[config.mk]
export PLATFORM = sky130hd
export DESIGN_NAME = tri_lane_deser
export DESIGN_NICKNAME = d
export VERILOG_FILES = /design/src/rtl/tld_pkg.sv /design/src/rtl/tld_frame_tracker.sv /design/src/rtl/tld_lane_capture.sv /design/src/rtl/tld_word_pipe.sv /design/src/rtl/tri_lane_deser.sv
export SDC_FILE = /design/constraint.sdc
export NUM_CORES = 1
export LEC_CHECK = 0
export CORE_MARGIN = 2
export CORE_UTILIZATION = 55
export DETAILED_ROUTE_END_ITERATION = 10
export PLACE_DENSITY_LB_ADDON = 0.08
export SLEW_MARGIN = 15
export SYNTH_ARGS = -nofsm -noshare
export SYNTH_HDL_FRONTEND = slang
export SYNTH_SLANG_ARGS = --single-unit
[constraint.sdc]
create_clock -name clk -period 1.7 [get_ports clk]
set_clock_uncertainty 0.2 [all_clocks]
set_input_delay 0.255 -clock clk [delete_from_list [all_inputs] [get_ports clk]]
set_output_delay 0.255 -clock clk [all_outputs]
set_load 0.02 [all_outputs]
[src/rtl/tld_pkg.sv]
package tld_pkg;
  localparam int unsigned LANES_DEF = 3;
  localparam int unsigned BITS_DEF  = 7;
  localparam int unsigned LOSS_DEF  = 16;
endpackage

[src/rtl/tld_frame_tracker.sv]
module tld_frame_tracker #(
  parameter int unsigned BITS = 7,
  parameter int unsigned LOSS = 16,
  localparam int unsigned CW = $clog2(BITS + 1),
  localparam int unsigned GW = $clog2(LOSS + 1)
) (
  input  logic          clk,
  input  logic          rst,
  input  logic          frame_clk_i,
  input  logic          pwr_on_n_i,
  output logic          edge_o,
  output logic          sample_o,
  output logic [CW-1:0] idx_o,
  output logic          complete_o,
  output logic          lost_o
);
  logic          fclk_q;
  logic [CW-1:0] pos_r;
  logic [GW-1:0] gap_r;
  logic          armed_r;
  logic          lost_r;
  logic          gap_full;

  assign edge_o     = frame_clk_i & ~fclk_q;
  assign idx_o      = edge_o ? '0 : pos_r;
  assign sample_o   = edge_o || (pos_r < CW'(BITS));
  assign complete_o = edge_o && armed_r && (pos_r == CW'(BITS));
  assign gap_full   = (gap_r >= GW'(LOSS - 1));
  assign lost_o     = lost_r;

  always_ff @(posedge clk) begin
    if (rst) begin
      fclk_q  <= 1'b0;
      pos_r   <= CW'(BITS);
      gap_r   <= '0;
      armed_r <= 1'b0;
      lost_r  <= 1'b0;
    end else begin
      fclk_q <= frame_clk_i;
      if (edge_o)                  pos_r <= CW'(1);
      else if (pos_r < CW'(BITS))  pos_r <= pos_r + CW'(1);
      if (edge_o)                  gap_r <= '0;
      else if (gap_r != GW'(LOSS)) gap_r <= gap_r + GW'(1);
      if (edge_o)                  lost_r <= 1'b0;
      else if (gap_full)           lost_r <= 1'b1;
      if (!pwr_on_n_i)             armed_r <= 1'b0;
      else if (edge_o)             armed_r <= 1'b1;
      else if (gap_full)           armed_r <= 1'b0;
    end
  end

  // a frame edge ends any loss condition
  a_r7_edge_clears_loss: assert property (@(posedge clk) disable iff (rst)
    edge_o |=> !lost_o);
  // the sample after the edge is sample 1
  a_r2_second_sample: assert property (@(posedge clk) disable iff (rst)
    edge_o |=> (idx_o == CW'(1)));
endmodule

[src/rtl/tld_lane_capture.sv]
module tld_lane_capture #(
  parameter int unsigned BITS = 7
) (
  input  logic            clk,
  input  logic            rst,
  input  logic            sample_i,
  input  logic            bit_i,
  output logic [BITS-1:0] bits_o
);
  logic [BITS-1:0] sr_r;

  always_ff @(posedge clk) begin
    if (rst)           sr_r <= '0;
    else if (sample_i) sr_r <= {bit_i, sr_r[BITS-1:1]};
  end

  assign bits_o = sr_r;

  // the newest sample enters at the top and moves toward bit 0
  a_r1_newest_bit: assert property (@(posedge clk) disable iff (rst)
    sample_i |=> (bits_o[BITS-1] == $past(bit_i)));
endmodule

[src/rtl/tld_word_pipe.sv]
module tld_word_pipe #(
  parameter int unsigned W    = 21,
  parameter int unsigned BITS = 7,
  localparam int unsigned CW     = $clog2(BITS + 1),
  localparam int unsigned STB_LO = BITS / 2
) (
  input  logic          clk,
  input  logic          rst,
  input  logic          pwr_on_n_i,
  input  logic          edge_i,
  input  logic          complete_i,
  input  logic          lost_i,
  input  logic [CW-1:0] idx_i,
  input  logic [W-1:0]  cap_i,
  output logic [W-1:0]  word_o,
  output logic          strobe_o
);
  logic [W-1:0] stage_r;
  logic         stage_v;
  logic         en_r;
  logic [W-1:0] word_r;
  logic         stb_r;

  always_ff @(posedge clk) begin
    if (rst || !pwr_on_n_i) begin
      stage_r <= '0;
      stage_v <= 1'b0;
      en_r    <= 1'b0;
      word_r  <= '0;
      stb_r   <= 1'b0;
    end else begin
      if (lost_i) begin
        stage_v <= 1'b0;
        en_r    <= 1'b0;
      end else if (edge_i) begin
        stage_r <= cap_i;
        stage_v <= complete_i;
        if (stage_v) begin
          word_r <= stage_r;
          en_r   <= 1'b1;
        end
      end
      stb_r <= en_r && !lost_i && !edge_i &&
               (idx_i >= CW'(STB_LO)) && (idx_i < CW'(BITS));
    end
  end

  assign word_o   = word_r;
  assign strobe_o = stb_r;

  // power-down clears the word and the strobe
  a_r5_pd_clears: assert property (@(posedge clk) disable iff (rst)
    !pwr_on_n_i |=> (word_o == '0 && !strobe_o));
  // while the clock is lost, the word is held
  a_r7_loss_hold: assert property (@(posedge clk) disable iff (rst)
    (lost_i && pwr_on_n_i) |=> $stable(word_o));
  // the word does not change while the strobe is high
  a_r3_strobe_quiet: assert property (@(posedge clk) disable iff (rst)
    strobe_o |-> $stable(word_o));
endmodule

[src/rtl/tri_lane_deser.sv]
module tri_lane_deser #(
  parameter int unsigned LANES = tld_pkg::LANES_DEF,
  parameter int unsigned BITS  = tld_pkg::BITS_DEF,
  parameter int unsigned LOSS  = tld_pkg::LOSS_DEF,
  localparam int unsigned W  = LANES * BITS,
  localparam int unsigned CW = $clog2(BITS + 1)
) (
  input  logic             clk,
  input  logic             rst,
  input  logic             frame_clk_i,
  input  logic [LANES-1:0] lane_i,
  input  logic             pwr_on_n_i,
  output logic [W-1:0]     word_o,
  output logic             strobe_o
);
  logic          edge_w;
  logic          sample_w;
  logic [CW-1:0] idx_w;
  logic          complete_w;
  logic          lost_w;
  logic [W-1:0]  cap_w;

  tld_frame_tracker #(.BITS(BITS), .LOSS(LOSS)) trk_i (
    .clk(clk), .rst(rst), .frame_clk_i(frame_clk_i), .pwr_on_n_i(pwr_on_n_i),
    .edge_o(edge_w), .sample_o(sample_w), .idx_o(idx_w),
    .complete_o(complete_w), .lost_o(lost_w)
  );

  for (genvar l = 0; l < LANES; l++) begin : g_lane
    tld_lane_capture #(.BITS(BITS)) cap_i (
      .clk(clk), .rst(rst), .sample_i(sample_w), .bit_i(lane_i[l]),
      .bits_o(cap_w[l*BITS +: BITS])
    );
  end

  tld_word_pipe #(.W(W), .BITS(BITS)) pipe_i (
    .clk(clk), .rst(rst), .pwr_on_n_i(pwr_on_n_i), .edge_i(edge_w),
    .complete_i(complete_w), .lost_i(lost_w), .idx_i(idx_w), .cap_i(cap_w),
    .word_o(word_o), .strobe_o(strobe_o)
  );
endmodule

# After elaboration in Yosys (flattened, before gate mapping)
# Index checks and enable logic that the tools add are counted.
# word_totals
register_bits	77
elab_cells	50
# op_classes
n_bitwise	4
n_reduce_logical	19
eq_ne	2
n_addsub	2
order_cmp	4
muxes	5
# op_table
cell	count
2-to-1 mux 3 bit	3
logical AND 1 bit	6
< comparator 3 bit (second input constant)	2
OR reduction 2 bit	3
adder 5 x 1 -> 5 bit (second input constant)	1
>= comparator 5 x 4 -> 1 bit (second input constant)	1
inequality test 5 bit (second input constant)	1
AND reduction 2 bit	2
nonzero test 2 bit	2
adder 3 x 1 -> 3 bit (second input constant)	1
== test 3 bit (second input constant)	1
>= comparator 3 x 2 -> 1 bit (second input constant)	1
zero test 1 bit	3
inverter 1 bit	3
AND reduction 3 bit	1
logical OR 1 bit	2
2-to-1 mux 1 bit	2
bitwise AND 1 bit	1

# Logic depth before layout (Yosys ltp)
# logic_depth
word_depth	6
mapped_depth	6

# Modules after synthesis
# A second synthesis with hierarchy kept.
# unflattened
cells_unflattened	317
hier_area_um2	2836.5
# by_module_without_submodules
module	cells_per_inst	n_inst	area_per_inst_um2	seq_area_each_um2
tld_word_pipe	197	1	1591.5	900.9
tld_lane_capture	22	3	247.7	140.1
tld_frame_tracker	54	1	501.7	220.2

# Worst setup path before layout
# OpenSTA, ideal clock, no wires.
# synth_timing
path_type	reg-to-reg
startpoint	register trk_i.gap_r[0]
endpoint	register trk_i.armed_r
setup_time_ns	0.070
t_arrival_ns	1.145
stages_incl_launch_ff	7
t_required_ns	1.430
path_buffers	0
path_slack_ns	0.284
path_cell_list	dfxtp_1 -> ha_1 -> and3_1 -> ha_1 -> nor2_1 -> nand3_1 -> a21oi_1
# synth_via
elab_chain_len	2
# synth_rtl
element	line	text
from (decl)	tld_frame_tracker.sv:19	logic [GW-1:0] gap_r;
from (signal assigned)	tld_frame_tracker.sv:43	else if (gap_r != GW'(LOSS)) gap_r <= gap_r + GW'(1);
>= comparator 5 x 4 -> 1 bit	tld_frame_tracker.sv:28	assign gap_full = (gap_r >= GW'(LOSS - 1));
nonzero test 2 bit (no source line)	--	
to (signal assigned)	tld_frame_tracker.sv:36	armed_r <= 1'b0;
to (signal assigned)	tld_frame_tracker.sv:46	if (!pwr_on_n_i) armed_r <= 1'b0;
to (signal assigned)	tld_frame_tracker.sv:47	else if (edge_o) armed_r <= 1'b1;
to (decl)	tld_frame_tracker.sv:20	logic armed_r;
# Every way passes these cells.
# A chain may end at the register's enable or synchronous reset.

# Worst setup path in the final report
# layout_timing
startpoint	register trk_i.gap_r[1]
endpoint	register trk_i.armed_r
# Same word-level chain as after synthesis.

==> impl_results.md <==
- Status: finished, final reports clean
- Post-Syn Area: 0.00289 sq mm
- Predominant post-synthesis flop cell: dfxtp_1
- Crit. End Element: register
- RSZ-0062 raised after global routing: no
- Fmax: 658 MHz
- DR WL/cell: 12.2 um
- Post-layout instance area: 0.00351 sq mm
- Share of total power in sequential cells: 0.527
- Via count: 2,099
- Final period util: 0.894
- H-tree levels: 3
- Worst path cell trace: ha_1, and3_1, ha_1, nor2_1, nand3_1, a21oi_1
- Sw frac: 0.225
- FP Rows: 26
- Worst Hold Slack: 0.245 ns
- Drt total wl: 5200 um
- Yosys top cell by area: dfxtp_1
- Initial Util: 0.570
- Die Wd: 76.5 um
- Buf/Inv on CP: 0
- Sequential share of the synthesized area: 0.533
- Fin crit period: 1.52 ns
- Clock latency on the worst-skew pair: 0.33 ns
- Post-synth cell types: 29
- Drt via density: 4.93
- Max capacitance violation total: 0
- Area share of the largest cell type after synthesis: 0.533
- Ports: 29
- Most frequent CP cell: ha_1
- CP max stage cell: dfxtp_1
- Max stage delay on crit path: 0.36 ns
- Power share of the combinational group: 0.103
- Clk slew on worst S/H paths: 0.07 ns
- Synth-to-Final Area Change: 21.3%
- Lkg Pwr: 1.34 nW
- Met1 WL: 2540 um
- Max-slew violations: 0
- Wire length on met2: 2390 um
- Total design power: 3.61 mW
- Path type of the worst setup path: reg -> reg
- Mapped Avg Cell Area: 9.06 sq um
- Initial antenna violation count: 0
- Largest net degree at the start of global routing: 43
- Clock share of power: 0.370
- # DRC: 0
- Most frequent cell after synthesis: nand2_1
- Dpl cell area: 0.00334 sq mm
- EDFF count, synth: 0
- Net Count, Synth: 331
- Met3 WL: 214 um
- Power density over the cells: 1030 mW/mm^2
- N_diodes: 0
- Rel. slew slack: 0.807
- Post-Syn Instances: 319
- Core Area: 0.00507 sq mm
- Synthesis-stage register bit count: 77
- Worst path arrival time: 1.59 ns
- Synth cell count leaders: 88 x nand2_1, 77 x dfxtp_1, 46 x a21oi_1
- CP Launch Type: register
- Sw power: 0.812 mW
- Global-route wire length before repair: 9090 um
- Clock Tree Buf Depth: 2
- Top layer in use: met4
- Fill count: 456
- Worst min path class: reg -> reg
- Final net count: 364
- Ys async rst share: 0
- CTS sink count: 77
- Maximum fanout along the worst path: 5
- Area contributors post-synth: dfxtp_1 53%, nand2_1 11%, a21oi_1 8.0%
- Fin. Hold Viols: 0
- Layout cells sized above 1: 0.0871
- GRT overflow: 0
- Cell-internal power: 2.79 mW
- Worst Path Required: 1.77 ns
- Full die area: 0.00585 sq mm
- Hpwl dp: 3600 um
- CTS root buffer: clkbuf_8
- GRT Total Usage: 0.195
- Setup Viol. Count Final: 0
- Number of global-route vias before repair: 2,006
- RePlAce Congestion: 0.763
- Final ANT Viol Nets: 0
- Number of port buffers: 28
- Cts bufs inserted: 9
- DR pass1 iterations: 4
- YS warnings: 0
- Setup bufs post-CTS: 0
- Tightest Pin Transition: 0.289 ns
- Die Ht: 76.5 um
- CTS tree: done
- Worst vdd ir: 0.881 mV
- Delay-heaviest family, CP: adder cells
- Number of DRC markers in iteration 0: 95
-- final cells by class --
type	count	area, sq um	area share
inverter	4	15.0	0.00428
clock inverter	1	30.0	0.00857
sequential	77	1540	0.440
tap	70	87.6	0.0250
multi-input combinational	219	1240	0.355
clock buffer	14	163	0.0464
timing repair buffer	41	425	0.121
-- cells by family after synthesis --
| group | share of synthesized area |
|---|---|
| and+or+nand+nor | 0.230 |
| DFF | 0.533 |
| AOI/OAI and AO/OA | 0.0883 |
| buffers and inverters | 0.0381 |
| muxes | 0.0762 |
| adders and majority gates | 0.0216 |
| xor gates and xnor gates | 0.0121 |
-- path summary, 6_finish.rpt --
path                       start              to  slack, ns  depth (start not counted)
setup / recovery  trk_i.gap_r[1]   trk_i.armed_r       0.18                          6
hold / removal    trk_i.pos_r[0]  trk_i.pos_r[0]       0.24                          1
setup reg to reg  trk_i.gap_r[1]   trk_i.armed_r       0.18                          6
hold reg to reg   trk_i.pos_r[0]  trk_i.pos_r[0]       0.24                          1
-- cells in the final DEF, fill, tap and decap left out --
cell type and count:
clkbuf_1 3, xnor2_1 2, nor3b_2 2, nand4bb_1 1
nand3_1 4, clkdlybuf4s50_1 6, buf_12 6, ha_1 5
nor3_1 4, and3_1 1, bufinv_16 1, nor2b_1 1
inv_1 4, nand2_1 88, a211oi_1 1, nand4_2 1
dlygate4sd2_1 22, nand4_1 1, mux2i_1 22, a211o_1 2
nor4_1 1, xor2_1 2, buf_4 7, clkbuf_8 11
a21oi_1 46, nor2_1 4, and4bb_2 2, nor2b_2 1
nand2b_1 27, or3b_1 1, dfxtp_1 77
-- sequential cells by signal, summed over array words and instances (netlist names) --
register and flops:
pipe_i.stage_v 1, pipe_i.word_o 21, pipe_i.stage_r 21, pipe_i.strobe_o 1, pipe_i.en_r 1, trk_i.lost_o 1, trk_i.fclk_q 1, g_lane.cap_i.bits_o 21
trk_i.armed_r 1, trk_i.pos_r 3, trk_i.gap_r 5
-- metal layers --
metal,vias up,track usage
li1,1119,-
met1,939,0.251
met2,36,0.310
met3,5,0.0509
met4,0,0.0873
met5,-,0
-- through the flow --
step                std cells  utilization  setup WS, ns  setup TNS, ns
floorplan                 319            -         0.284              0
global placement          411        0.658        -0.104          -4.69
detailed placement        411        0.658        -0.173          -6.47
CTS                       426        0.691         0.175              0
global route              426        0.691         0.109              0
finish                    426        0.691         0.180              0
-- power by group through the flow --
stage               Combinational (mW)  Sequential (mW)  Clock (mW)
floorplan                        0.276             1.93           0
global placement                 0.366             1.94           0
detailed placement               0.372             1.94           0
CTS                              0.376             1.90        1.37
global route                     0.410             1.91        1.45
finish                           0.371             1.90        1.33
-- what timing repair did --
item,4_1_cts,5_1_grt
hold buffers,0,0
setup endpoints to repair,22,0
resized for setup,22,0
No activity file was read; power rests on OpenSTA's default activity.
